[config.mk]
export PLATFORM = sky130hd
export DESIGN_NAME = lsu_split
export DESIGN_NICKNAME = d
export VERILOG_FILES = /design/src/rtl/lsu_pkg.sv /design/src/rtl/lsu_lane_map.sv /design/src/rtl/lsu_read_merge.sv /design/src/rtl/lsu_seq.sv /design/src/rtl/lsu_split.sv
export SDC_FILE = /design/constraint.sdc
export NUM_CORES = 1
export LEC_CHECK = 0
export ABC_AREA = 0
export CAP_MARGIN = 25
export CORE_UTILIZATION = 35
export DETAILED_ROUTE_END_ITERATION = 6
export DONT_BUFFER_PORTS = 1
export GPL_TIMING_DRIVEN = 1
export PLACE_DENSITY_LB_ADDON = 0.05
export SYNTH_ARGS = -nofsm -noshare
export SYNTH_HDL_FRONTEND = slang
export SYNTH_SLANG_ARGS = --single-unit
[constraint.sdc]
create_clock -name clk -period 7.6 [get_ports clk]
set_clock_uncertainty 0.1 [all_clocks]
set_input_delay 0.76 -clock clk [delete_from_list [all_inputs] [get_ports clk]]
set_output_delay 0.76 -clock clk [all_outputs]
set_load 0.02 [all_outputs]
[src/rtl/lsu_pkg.sv]
package lsu_pkg;

  typedef enum logic [1:0] {
    ST_IDLE = 2'd0,
    ST_LOW  = 2'd1,
    ST_HIGH = 2'd2
  } lsu_state_t;

  localparam logic [1:0] SZ_BYTE = 2'd0;
  localparam logic [1:0] SZ_HALF = 2'd1;

  // Number of bytes touched by a request of the given size code.
  function automatic int unsigned lsu_nbytes(input logic [1:0] size,
                                             input int unsigned bytes);
    int unsigned n;
    case (size)
      SZ_BYTE: n = 1;
      SZ_HALF: n = 2;
      default: n = bytes;
    endcase
    if (n > bytes) n = bytes;
    return n;
  endfunction

endpackage

[src/rtl/lsu_lane_map.sv]
module lsu_lane_map
  import lsu_pkg::*;
#(
  parameter int DATA_W = 32
) (
  input  logic [$clog2(DATA_W/8)-1:0] off,
  input  logic [1:0]                  size,
  input  logic [DATA_W-1:0]           wdata,
  output logic [DATA_W/8-1:0]         be_lo,
  output logic [DATA_W/8-1:0]         be_hi,
  output logic [DATA_W-1:0]           wd_lo,
  output logic [DATA_W-1:0]           wd_hi,
  output logic                        split
);
  localparam int BYTES = DATA_W / 8;
  localparam int OFF_W = $clog2(BYTES);
  localparam int SUM_W = OFF_W + 2;

  logic [BYTES-1:0]    base_mask;
  logic [2*BYTES-1:0]  wide_mask;
  logic [2*DATA_W-1:0] wide_data;
  logic [SUM_W-1:0]    nb;
  logic [SUM_W-1:0]    reach;

  assign nb = SUM_W'(lsu_nbytes(size, BYTES));

  for (genvar i = 0; i < BYTES; i++) begin : g_mask
    assign base_mask[i] = (SUM_W'(i) < nb);
  end

  assign wide_mask = {{BYTES{1'b0}}, base_mask} << off;
  assign wide_data = {{DATA_W{1'b0}}, wdata} << {off, 3'b000};
  assign reach     = {2'b00, off} + nb;
  assign split     = (reach > SUM_W'(BYTES));

  assign be_lo = wide_mask[BYTES-1:0];
  assign be_hi = wide_mask[2*BYTES-1:BYTES];
  assign wd_lo = wide_data[DATA_W-1:0];
  assign wd_hi = wide_data[2*DATA_W-1:DATA_W];

endmodule

[src/rtl/lsu_read_merge.sv]
module lsu_read_merge
  import lsu_pkg::*;
#(
  parameter int DATA_W = 32
) (
  input  logic [DATA_W-1:0]           lo_word,
  input  logic [DATA_W-1:0]           hi_word,
  input  logic [$clog2(DATA_W/8)-1:0] off,
  input  logic [1:0]                  size,
  input  logic                        sext,
  output logic [DATA_W-1:0]           result
);
  localparam int BYTES = DATA_W / 8;
  localparam int SUM_W = $clog2(BYTES) + 2;

  logic [2*DATA_W-1:0] joined;
  logic [DATA_W-1:0]   aligned;
  logic [SUM_W-1:0]    nb;
  logic                fill;

  assign joined  = {hi_word, lo_word} >> {off, 3'b000};
  assign aligned = joined[DATA_W-1:0];
  assign nb      = SUM_W'(lsu_nbytes(size, BYTES));

  always_comb begin
    fill = 1'b0;
    for (int b = 0; b < BYTES; b++) begin
      if (SUM_W'(b + 1) == nb) fill = sext & aligned[8*b+7];
    end
  end

  for (genvar i = 0; i < BYTES; i++) begin : g_lane
    assign result[8*i +: 8] = (SUM_W'(i) < nb) ? aligned[8*i +: 8] : {8{fill}};
  end

endmodule

[src/rtl/lsu_seq.sv]
module lsu_seq
  import lsu_pkg::*;
#(
  parameter int ADDR_W = 24,
  parameter int DATA_W = 32
) (
  input  logic                               clk,
  input  logic                               rst,
  input  logic                               req_valid,
  input  logic                               req_write,
  input  logic [ADDR_W-$clog2(DATA_W/8)-1:0] req_waddr,
  input  logic                               split,
  input  logic [DATA_W/8-1:0]                be_lo,
  input  logic [DATA_W/8-1:0]                be_hi,
  input  logic [DATA_W-1:0]                  wd_lo,
  input  logic [DATA_W-1:0]                  wd_hi,
  input  logic                               mem_ack,
  output lsu_state_t                         state,
  output logic                               accept,
  output logic                               reject,
  output logic                               low_ack,
  output logic                               last_ack,
  output logic                               mem_req,
  output logic                               mem_we,
  output logic [ADDR_W-$clog2(DATA_W/8)-1:0] mem_addr,
  output logic [DATA_W/8-1:0]                mem_be,
  output logic [DATA_W-1:0]                  mem_wdata
);
  localparam int BYTES   = DATA_W / 8;
  localparam int WADDR_W = ADDR_W - $clog2(BYTES);

  logic               split_q;
  logic [WADDR_W-1:0] hi_addr_q;
  logic [BYTES-1:0]   hi_be_q;
  logic [DATA_W-1:0]  hi_wd_q;
  logic               wraps;
  logic               acked;

  assign wraps    = &req_waddr;
  assign accept   = (state == ST_IDLE) && req_valid;
  assign reject   = accept && split && wraps;
  assign acked    = mem_req && mem_ack;
  assign low_ack  = acked && (state == ST_LOW);
  assign last_ack = acked && ((state == ST_HIGH) || ((state == ST_LOW) && !split_q));

  always_ff @(posedge clk) begin
    if (rst) begin
      state     <= ST_IDLE;
      mem_req   <= 1'b0;
      mem_we    <= 1'b0;
      mem_addr  <= '0;
      mem_be    <= '0;
      mem_wdata <= '0;
      split_q   <= 1'b0;
      hi_addr_q <= '0;
      hi_be_q   <= '0;
      hi_wd_q   <= '0;
    end else begin
      case (state)
        ST_IDLE: begin
          if (accept && !reject) begin
            state     <= ST_LOW;
            mem_req   <= 1'b1;
            mem_we    <= req_write;
            mem_addr  <= req_waddr;
            mem_be    <= be_lo;
            mem_wdata <= wd_lo;
            split_q   <= split;
            hi_addr_q <= req_waddr + 1'b1;
            hi_be_q   <= be_hi;
            hi_wd_q   <= wd_hi;
          end
        end
        ST_LOW: begin
          if (acked) begin
            if (split_q) begin
              state     <= ST_HIGH;
              mem_addr  <= hi_addr_q;
              mem_be    <= hi_be_q;
              mem_wdata <= hi_wd_q;
            end else begin
              state   <= ST_IDLE;
              mem_req <= 1'b0;
            end
          end
        end
        ST_HIGH: begin
          if (acked) begin
            state   <= ST_IDLE;
            mem_req <= 1'b0;
          end
        end
        default: begin
          state   <= ST_IDLE;
          mem_req <= 1'b0;
        end
      endcase
    end
  end

endmodule

[src/rtl/lsu_split.sv]
module lsu_split
  import lsu_pkg::*;
#(
  parameter int ADDR_W = 24,
  parameter int DATA_W = 32
) (
  input  logic                               clk,
  input  logic                               rst,
  input  logic                               req_valid,
  input  logic                               req_write,
  input  logic [1:0]                         req_size,
  input  logic                               req_signed,
  input  logic [ADDR_W-1:0]                  req_addr,
  input  logic [DATA_W-1:0]                  req_wdata,
  output logic                               busy,
  output logic                               done,
  output logic                               err,
  output logic [DATA_W-1:0]                  rdata,
  output logic                               mem_req,
  output logic                               mem_we,
  output logic [ADDR_W-$clog2(DATA_W/8)-1:0] mem_addr,
  output logic [DATA_W/8-1:0]                mem_be,
  output logic [DATA_W-1:0]                  mem_wdata,
  input  logic                               mem_ack,
  input  logic [DATA_W-1:0]                  mem_rdata
);
  localparam int BYTES   = DATA_W / 8;
  localparam int OFF_W   = $clog2(BYTES);
  localparam int WADDR_W = ADDR_W - OFF_W;

  logic [OFF_W-1:0]   req_off;
  logic [WADDR_W-1:0] req_waddr;
  logic [BYTES-1:0]   be_lo, be_hi;
  logic [DATA_W-1:0]  wd_lo, wd_hi;
  logic               split;
  lsu_state_t         state;
  logic               accept, reject, low_ack, last_ack;

  logic [OFF_W-1:0]   off_q;
  logic [1:0]         size_q;
  logic               sext_q;
  logic               load_q;
  logic [DATA_W-1:0]  lo_q;
  logic [DATA_W-1:0]  lo_src;
  logic [DATA_W-1:0]  merged;

  assign req_off   = req_addr[OFF_W-1:0];
  assign req_waddr = req_addr[ADDR_W-1:OFF_W];

  lsu_lane_map #(.DATA_W(DATA_W)) u_map (
    .off   (req_off),
    .size  (req_size),
    .wdata (req_wdata),
    .be_lo (be_lo),
    .be_hi (be_hi),
    .wd_lo (wd_lo),
    .wd_hi (wd_hi),
    .split (split)
  );

  lsu_seq #(.ADDR_W(ADDR_W), .DATA_W(DATA_W)) u_seq (
    .clk       (clk),
    .rst       (rst),
    .req_valid (req_valid),
    .req_write (req_write),
    .req_waddr (req_waddr),
    .split     (split),
    .be_lo     (be_lo),
    .be_hi     (be_hi),
    .wd_lo     (wd_lo),
    .wd_hi     (wd_hi),
    .mem_ack   (mem_ack),
    .state     (state),
    .accept    (accept),
    .reject    (reject),
    .low_ack   (low_ack),
    .last_ack  (last_ack),
    .mem_req   (mem_req),
    .mem_we    (mem_we),
    .mem_addr  (mem_addr),
    .mem_be    (mem_be),
    .mem_wdata (mem_wdata)
  );

  // In the second half of a split load the lower word comes from the holding register.
  assign lo_src = (state == ST_HIGH) ? lo_q : mem_rdata;

  lsu_read_merge #(.DATA_W(DATA_W)) u_merge (
    .lo_word (lo_src),
    .hi_word (mem_rdata),
    .off     (off_q),
    .size    (size_q),
    .sext    (sext_q),
    .result  (merged)
  );

  assign busy = (state != ST_IDLE);

  always_ff @(posedge clk) begin
    if (rst) begin
      off_q  <= '0;
      size_q <= '0;
      sext_q <= 1'b0;
      load_q <= 1'b0;
      lo_q   <= '0;
      rdata  <= '0;
      done   <= 1'b0;
      err    <= 1'b0;
    end else begin
      if (accept) begin
        off_q  <= req_off;
        size_q <= req_size;
        sext_q <= req_signed;
        load_q <= !req_write;
      end
      if (low_ack) lo_q <= mem_rdata;
      if (last_ack && load_q) rdata <= merged;
      done <= last_ack || reject;
      err  <= reject;
    end
  end

endmodule

==> metrics.txt, run 1 <==
antenna violations before repair 0; drt wl/cell 21.4 µm; number of synthesized flops with an enable pin 0; worst skew pair latency 430 ps; biggest cell delay along the critical path 620 ps; Final Non-Filler Cells 1452; syn_area_per_cell 8.23 µm²; Worst Path Buf+Inv 1; overall power 2.30 mW; CP required 7850 ps; CP max-delay cell nor2_4; sequential element share of the synthesized area 38.2%; placed insts 1419; LEAKAGE 3.51 nW; final wirelength 31000 µm; clock root cell clkbuf_16; register bit total from synthesis 184; WS Path Type input port to flip-flop; final setup TNS 0 ps; pre-CTS WS 3740 ps; CP delay by family, top simple AND/OR/NAND/NOR gates; critical-path cell list nor2_1 -> ha_1 -> fa_1 -> nor2_1 -> o21ai_0 -> and4b_1 -> nor2_4 -> buf_4 -> nor2_1 -> a211oi_1; clk buf depth 2; CP Data Arrival Time 3610 ps; Clock Power Share 39.9%; status complete, no violations; Via density 5.66; cell accounting for the most synthesized area dfxtp_1; buffer count from post-CTS setup fixing 0; asr flop ratio synth 0%; critical path peak fanout 42; Final Hold Vio Count 0; hold crit path type input port to flip-flop; fin crit period 3360 ps; Synth top area share 38.2%; die area 28200 µm²; area delta synth->final 7.15%; Worst slew margin 42.6%; Slew Limit Fails 0; # fillers 2815; Core ar. 27000 µm²; starting density of the core 35.7%; Overflow after GRT 0; Maximum Capacitance Violations 0; most frequent CP cell nor2_1; post-cts resize count 0; pwr/cell area 223 nW/µm²; Post-CTS Hold Buffers 0; synthesis warning total 0; f_max 298 MHz; H-Tree Depth 4; Post-Syn Area 9650 µm²; layout cell share with drive strength beyond 1 9.99%; Worst Setup End Kind flip-flop; diode count 0; DP HPWL 20700 µm; via count 8212; Overall Global Routing Usage 21.9%; first-pass GRT wire length 47900 µm; nets 1202; RSZ-0062 raised after global routing no; r2r setup slk 4370 ps; Flop pwr share 47.3%; post-synthesis cell count 1172; Final Cycle Share 44.2%; Logic pwr share 12.8%; P_int 1.62 mW; post-route ant nets 0; CTS sink cnt 184; Slew @ Worst Pin 858 ps; fin util 38.2%; gpl congestion 0.801; Sw Pwr 0.688 mW; Syn Nets 1276; Final Worst Setup Slack 4240 ps; Placement Rows 60; largest net degree at the start of global routing 186; CTS Buf Count 17; initial DRC count 690; CTS tree yes; die width 168 µm; CP Launch Type input port; Port Buffers 0; residual DRC count 0; largest cells by area after synthesis dfxtp_1, nand2_1, mux4_2, nor2_1, a21oi_1; # setup viols final 0; sw frac 29.9%; synth unique cells 64; drt pass-1 iters 4; I/O pin count 191; number of global-route vias before repair 7805; clock-pin slew on the worst setup and hold paths 70 ps; Main synth FF type dfxtp_1; Die Y 168 µm; VDD IR max 0.138 mV
==> Yosys cell counts, types with 5 or more instances <==
library cell,count
a211oi_1,37
a21oi_1,80
a221oi_1,25
a311oi_1,36
a31oi_1,12
and3_1,6
buf_1,8
buf_2,20
clkbuf_1,69
dfxtp_1,184
ha_1,7
inv_1,10
mux2_2,25
mux2i_1,34
mux4_2,21
nand2_1,259
nand3_1,31
nand3b_1,10
nand4_1,7
nor2_1,116
nor2b_1,5
nor3_1,34
o211ai_1,19
o21ai_0,28
o221ai_1,6
or3_1,9
xnor2_1,7
xor2_1,14
==> worst register-to-register path: cells and delay by family, from the launching register on <==
family / cells / cell delay [ps]
AOI/OAI and AO/OA: 2 / 530
DFF: 1 / 600
and+or+nand+nor: 3 / 1880
==> power by group through the flow <==
| stage | Sequential [mW] | Clock [mW] | Combinational (mW) |
|---|---|---|---|
| 2_1_floorplan | 1.10 | 0 | 0.255 |
| 3_3_place_gp | 1.11 | 0 | 0.293 |
| 3_5_place_dp | 1.11 | 0 | 0.295 |
| 4_1_cts | 1.09 | 0.950 | 0.296 |
| 5_1_grt | 1.10 | 0.984 | 0.332 |
| 6_report | 1.09 | 0.919 | 0.296 |
==> sequential cells by signal, summed over array words and instances (netlist names), 2 cells and up <==
| name | flops |
|---|---|
| lo_q | 32 |
| off_q | 2 |
| size_q | 2 |
| u_seq.hi_be_q | 3 |
| u_seq.hi_wd_q | 24 |
| rdata | 32 |
| u_seq.mem_addr | 22 |
| u_seq.hi_addr_q | 22 |
| u_seq.mem_wdata | 32 |
| u_seq.state | 2 |
| u_seq.mem_be | 4 |
==> path summary, 6_finish.rpt <==
| kind | from | endpoint | cells after the start |
|---|---|---|---|
| min reg2reg | lo_q[8]$_SDFFE_PP0P_ | lo_q[8]$_SDFFE_PP0P_ | 2 |
| min | rst | rdata[7]$_SDFFE_PP0P_ | 1 |
| max reg2reg | u_seq.state[0]$_SDFFE_PP0P_ | rdata[30]$_SDFFE_PP0P_ | 5 |
| max | req_size[0] | u_seq.hi_addr_q[2]$_SDFFE_PP0P_ | 10 |
==> kinds of logic (layout without fill, tap and decap cells) <==
| kind of cell | Yosys count | after routing | share of synthesized area [%] |
|---|---|---|---|
| AND/OR/NAND/NOR | 497 | 497 | 22.7 |
| AO/OA/AOI/OAI | 264 | 264 | 19.4 |
| multiplexers | 81 | 81 | 11.5 |
| XOR/XNOR | 21 | 21 | 1.91 |
| buffers and inverters | 117 | 56 | 5.21 |
| flip-flops | 184 | 184 | 38.2 |
| adder cells (fa/ha/maj) | 8 | 8 | 1.12 |
==> layout make-up <==
type / count / area, µm² / area share [%]
clock inverter: 12 / 135 / 1.31
sequential: 184 / 3680 / 35.6
multi-input combinational: 871 / 5480 / 53.0
inverter: 12 / 45.0 / 0.436
tap: 341 / 427 / 4.13
clock buffer: 20 / 457 / 4.42
timing repair buffer: 12 / 110 / 1.07
==> stage by stage <==
| stage | cell area, µm² | hold slack, ps |
|---|---|---|
| after detailed placement | 9720 | 340 |
| final | 10300 | 298 |
| after floorplan | 9650 | 332 |
| after CTS | 10300 | 275 |
| after global routing | 10300 | 273 |
| after global placement | 9720 | 338 |
==> routing by layer <==
layer / global-route usage (%) / vias up / share of wire [%]
met5: 0 / - / 0
met3: 7.19 / 19 / 9.1
li1: - / 4045 / -
met4: 4.67 / 0 / 1.2
met2: 31.6 / 249 / 43
met1: 31.3 / 3899 / 47
==> layout by cell type (no fill, tap or decap), types with 3 or more instances in the layout <==
| cell | Yosys | final |
|---|---|---|
| a211oi_1 | 37 | 37 |
| a21oi_1 | 80 | 80 |
| a221oi_1 | 25 | 25 |
| a22oi_1 | 3 | 3 |
| a311oi_1 | 36 | 36 |
| a31oi_1 | 12 | 12 |
| and3_1 | 6 | 6 |
| and4_1 | 4 | 4 |
| buf_4 | 4 | 11 |
| clkbuf_16 | 0 | 17 |
| clkinvlp_4 | 0 | 3 |
| dfxtp_1 | 184 | 184 |
| ha_1 | 7 | 7 |
| inv_1 | 10 | 10 |
| inv_6 | 0 | 3 |
| mux2_2 | 25 | 25 |
| mux2i_1 | 34 | 34 |
| mux4_2 | 21 | 21 |
| nand2_1 | 259 | 259 |
| nand3_1 | 31 | 31 |
| nand3b_1 | 10 | 10 |
| nand4_1 | 7 | 7 |
| nor2_1 | 116 | 114 |
| nor2b_1 | 5 | 5 |
| nor3_1 | 34 | 34 |
| nor3_2 | 3 | 3 |
| o211ai_1 | 19 | 19 |
| o21ai_0 | 28 | 28 |
| o221ai_1 | 6 | 6 |
| or3_1 | 9 | 9 |
| xnor2_1 | 7 | 7 |
| xor2_1 | 14 | 14 |
Note: power is estimated with default switching activity, not from simulation.
==> inputs of run 2 (changes only) <==
Clock period 7.6 ns to 3.3 ns, I/O delays scaled along.
==> run 2 against run 1 <==
  * Power is 140% higher
  * Register-to-register slack worse by 4100 ps
  * Via count grew 6.2%
  * Sequential power rose by 130%
  * Sequential cell count is the same
  * Combinational power rose to 2.9 times the previous value
  * Critical path depth down 1
  * First-iteration DRC count decreased by 2.6%
==> metrics.txt, run 2 (synthesis gave the netlist of run 1 again) <==
status complete, no violations; Overall Global Routing Usage 23.5% (+1.7 points); Via density 5.61 (-0.85%); # setup viols final 0 (unchanged); CTS Buf Count 17 (unchanged); hold crit path type input port to flip-flop; r2r setup slk 230 ps (-4140 ps); starting density of the core 35.7% (unchanged); Worst slew margin 28.6% (-14 points); most frequent cells in the layout nand2_1, dfxtp_1, nor2_1, dlygate4sd3_1, a21oi_1; clock root cell clkbuf_16; P_int 3.84 mW (+140%); final wirelength 33000 µm (+6.3%); drt pass-1 iters 5 (+1); initial DRC count 672 (-2.6%); H-Tree Depth 4 (unchanged); WS Path Type flip-flop to flip-flop; sw frac 29.5% (-0.41 points); WHS 18.3 ps (-279 ps); diode count 0 (unchanged); fin crit period 3070 ps; worst skew pair latency 430 ps (about the same); Slew @ Worst Pin 1070 ps (+208 ps); Worst Setup End Kind flip-flop; antenna violations before repair 0 (unchanged); area delta synth->final 17.7%; most common cell after layout, fill and taps aside nand2_1; Placement Rows 60 (unchanged); post-route ant nets 0 (unchanged); Clock Power Share 38.3% (-1.6 points); Top Registers lo_q (32), rdata (32), u_seq.mem_wdata (32); residual DRC count 0 (unchanged); Port Buffers 0 (unchanged); CP required 3580 ps (-4270 ps); Flop pwr share 46.0% (-1.3 points); DP HPWL 21100 µm (+1.8%); Core ar. 27000 µm² (unchanged); LEAKAGE 4.01 nW (+14%); die width 168 µm (unchanged); die area 28200 µm² (unchanged); Slew Limit Fails 0 (unchanged); nets 1307 (+8.7%); gpl congestion 0.793 (-1.0%); post-route cell area 11400 µm² (+9.9%); pwr/cell area 479 nW/µm² (+110%); VDD IR max 0.311 mV (+130%); CTS sink cnt 184 (unchanged); Final Hold Vio Count 0 (unchanged); Final Cycle Share 93.0%; cell area after placement 9870 µm² (+1.6%); fin util 42.0% (+3.8 points); via count 8725 (+6.2%); CTS tree yes; I/O pin count 191 (unchanged); Maximum Capacitance Violations 0 (unchanged); first-pass GRT wire length 51400 µm (+7.4%); number of global-route vias before repair 8522 (+9.2%); critical path peak fanout 10 (-76%); clk buf depth 2 (unchanged); f_max 326 MHz; Sw Pwr 1.60 mW (+130%); RSZ-0062 raised after global routing no; CP Launch Type flip-flop; Overflow after GRT 0 (unchanged); final setup TNS 0 ps (unchanged); clock-pin slew on the worst setup and hold paths 70 ps (about the same); largest net degree at the start of global routing 163 (-12%); layout cell share with drive strength beyond 1 10.5% (+0.54 points); CP Data Arrival Time 3350 ps (-260 ps); Die Y 168 µm (unchanged); drt wl/cell 21.2 µm (-0.80%); Logic pwr share 15.6% (+2.8 points)
[run 2: cell count changes in the layout (fill, tap and decap cells not counted)]
cell / previous run / this run
buf_12: 0 / 3
clkbuf_1: 1 / 2
buf_4: 11 / 27
bufinv_16: 1 / 2
inv_6: 3 / 4
inv_8: 2 / 0
clkbuf_8: 2 / 0
dlygate4sd3_1: 0 / 86
clkinv_8: 1 / 0
clkinv_2: 0 / 1
[run 2: area by class of cell]
cell class	instances	area, µm²
Clock inverter	12	140
Sequential cell	184	3680
Multi-Input combinational cell	871	5480
Clock buffer	19	433
Tap cell	341	427
Fill cell	2778	15700
Inverter	12	45.0
Timing Repair Buffer	117	1150
[run 2: per-stage QoR]
step	std cells	power [mW]	setup WS, ps
floorplan	1172	3.11	712
global placement	1435	3.26	478
detailed placement	1435	3.27	422
CTS	1553	5.51	71.5
global route	1556	5.69	31.7
finish	1556	5.44	229
[run 2: layer usage]
| metal | track usage [%] | wire [µm] | part of all wire (%) |
|---|---|---|---|
| met1 | 33.3 | 15600 | 47 |
| met2 | 34.9 | 14100 | 43 |
| met3 | 6.75 | 2840 | 8.6 |
| met4 | 5.86 | 416 | 1.3 |
| met5 | 0 | 0 | 0 |
[run 2: final timing paths]
check,endpoint,startpoint,cells past startpoint
worst min-delay path,u_seq.hi_wd_q[7]$_SDFFE_PP0P_,req_wdata[23],2
worst max register to register,rdata[10]$_SDFFE_PP0P_,size_q[0]$_SDFFE_PP0P_,9
worst min register to register,u_seq.hi_wd_q[8]$_SDFFE_PP0P_,u_seq.hi_wd_q[8]$_SDFFE_PP0P_,2
worst max-delay path,rdata[10]$_SDFFE_PP0P_,size_q[0]$_SDFFE_PP0P_,9
[run 2: what timing repair did]
item,CTS,global route
hold buffers,87,0
endpoints found under the hold margin,184,0
setup buffers,0,3
setup endpoints to repair,0,2
resized for setup,0,0
[run 2: power groups by stage]
| stage | combinational [mW] | clock (mW) | sequential (mW) |
|---|---|---|---|
| after floorplan | 0.586 | 0 | 2.53 |
| after global placement | 0.707 | 0 | 2.56 |
| after detailed placement | 0.710 | 0 | 2.56 |
| after CTS | 0.854 | 2.16 | 2.50 |
| after global routing | 0.940 | 2.23 | 2.52 |
| final | 0.851 | 2.08 | 2.50 |
[run 2: worst max-delay path, stage by stage (launching register included)]
cell and delay [ps]:
dfxtp_1 330, nor2_1 320, clkinv_1 110, buf_4 210, ha_1 260, nor3b_1 190
a2111oi_4 470, o21ai_2 200, a311oi_1 260, dlygate4sd3_1 570
==> inputs of run 3 (changes only) <==
Clock period 3.3 ns to 3.96 ns, I/O delays scaled along.
==> run 3 against run 2 <==
  * Critical path depth increased by 2
  * Sequential cell count unchanged
  * Global-route usage decreased by 0.47 points
  * Largest cell class unchanged
==> metrics.txt, run 3 (synthesis gave the netlist of run 1 again) <==
critical path startpoint req_size[0]; Slew Limit Fails 0 (unchanged); Worst R2R Path Depth 6 (-3); CTS tree yes; H-Tree Depth 4 (unchanged); # setup viols final 0 (unchanged); layout cell share with drive strength beyond 1 10.0% (-0.51 points); clock-pin slew on the worst setup and hold paths 80 ps (about the same); Final Cycle Share 79.3%; FF-to-FF Start u_seq.state[0]$_SDFFE_PP0P_; biggest cell delay along the critical path 570 ps (about the same); number of global-route vias before repair 8339 (-2.1%); Hold Path Origin req_addr[11]; status complete, no violations; Via density 5.66 (+1.0%); CTS sink cnt 184 (unchanged); final setup TNS 0 ps (unchanged); Overall Global Routing Usage 23.1% (-0.47 points); Critical R2R Capture rdata[30]$_SDFFE_PP0P_; critical-path cell list nor2_1 -> ha_1 -> fa_1 -> nor2_1 -> o21ai_0 -> nand3_1 -> o31a_2 -> buf_12 -> nor2_1 -> a311oi_1 -> dlygate4sd3_1; Worst slew margin 43.8% (+15 points); Port Buffers 0 (unchanged); pwr/cell area 406 nW/µm² (-15%); clk buf depth 2 (unchanged); Placement Rows 60 (unchanged); clock root cell clkbuf_16; Top Registers lo_q (32), rdata (32), u_seq.mem_wdata (32); Worst Setup End Kind flip-flop; f_max 318 MHz; diode count 0 (unchanged); placed insts 1426 (-0.63%); final wirelength 32400 µm (-1.8%); worst skew pair latency 440 ps (about the same); I/O pin count 191 (unchanged); CP max-delay cell dlygate4sd3_1; fin crit period 3140 ps; most frequent CP cell nor2_1; Final Hold Vio Count 0 (unchanged); Slew @ Worst Pin 843 ps (-223 ps); drt pass-1 iters 5 (unchanged); residual DRC count 0 (unchanged); Final Non-Filler Cells 1518 (-2.4%); gpl congestion 0.797 (+0.52%); worst hold endpoint u_seq.mem_addr[9]$_SDFFE_PP0P_; r2r setup slk 1010 ps (+780 ps); drt wl/cell 21.3 µm (+0.68%); die width 168 µm (unchanged); largest net degree at the start of global routing 176 (+8.0%); CTS Buf Count 17 (unchanged); Min-Delay Path Depth 2 (unchanged); antenna violations before repair 1 (+1); initial DRC count 661 (-1.6%); most common cell after layout, fill and taps aside nand2_1; RSZ-0062 raised after global routing no; Maximum Capacitance Violations 0 (unchanged); WS Path Type input port to flip-flop; Die Y 168 µm (unchanged); VDD IR max 0.247 mV (-21%); post-route ant nets 0 (unchanged); hold crit path type input port to flip-flop; CP required 4250 ps (+670 ps); CP delay by family, top buffers and inverters; CP Launch Type input port; post-cts resize count 0 (unchanged); area delta synth->final 13.6%; Core ar. 27000 µm² (unchanged); LEAKAGE 3.80 nW (-5.3%); CP Data Arrival Time 3430 ps (+80 ps); Overflow after GRT 0 (unchanged); first-pass GRT wire length 50000 µm (-2.6%); starting density of the core 35.7% (unchanged); die area 28200 µm² (unchanged); Worst Path Buf+Inv 2 (-1); most frequent cells in the layout nand2_1, dfxtp_1, nor2_1, a21oi_1, dlygate4sd3_1; overall power 4.45 mW (-18%); nets 1268 (-3.0%); DP HPWL 20900 µm (-0.74%); via count 8598 (-1.5%); critical path peak fanout 59 (+49)
[run 3: changes by cell type in the layout (fill, tap and decap cells not counted), sizes merged, moves of 2 or more]
cell         previous run  this run
clkinv                  4         6
bufinv                  2         0
clkinvlp                3         0
inv                    15        20
dlygate4sd3            86        59
buf                    31        19
[run 3: timing repair]
action                                 4_1_cts  5_1_grt
endpoints found under the hold margin      184        0
hold buffers                                60        0
buffers inserted                             0        0
[run 3: worst max path at each step]
| stage | to | slack [ps] | cells past startpoint |
|---|---|---|---|
| finish | u_seq.mem_addr[3]$_SDFFE_PP0P_ | 820 | 11 |
| global route | u_seq.mem_addr[3]$_SDFFE_PP0P_ | 550 | 11 |
| CTS | u_seq.mem_addr[3]$_SDFFE_PP0P_ | 860 | 11 |
| detailed placement | u_seq.mem_addr[13]$_SDFFE_PP0P_ | 840 | 10 |
| global placement | u_seq.mem_addr[3]$_SDFFE_PP0P_ | 990 | 10 |
| floorplan | u_seq.mem_be[2]$_SDFFE_PP0P_ | 1310 | 11 |
[run 3: layout make-up]
cell class	instances	area [µm²]
Clock buffer	18	429
Clock inverter	14	133
Fill cell	2774	16100
Inverter	12	45.0
Multi-Input combinational cell	871	5480
Sequential cell	184	3680
Tap cell	341	427
Timing Repair Buffer	78	766
[run 3: per-stage QoR]
stage               area [µm²]  hold slack [ps]  worst slack (ps)  util [%]
floorplan                 9650              332              1310         -
global placement          9780              336               992      36.2
detailed placement        9780              341               844      36.2
CTS                      11000            0.435               861      40.6
global route             11000             8.70               547      40.6
finish                   11000             15.1               820      40.6
[run 3: where the power goes]
group	switching, mW	internal, mW	total, mW
registers	0.143	1.95	2.09
clock network	0.864	0.838	1.70
logic	0.386	0.271	0.657
total	1.39	3.06	4.45
[run 3: routing by layer]
layer | vias up | wire length, µm | global-route usage [%]
li1 | 4192 | - | -
met1 | 4112 | 15000 | 31.4
met2 | 271 | 14300 | 35.2
met3 | 23 | 2780 | 7.76
met4 | 0 | 316 | 5.03
met5 | - | 0 | 0
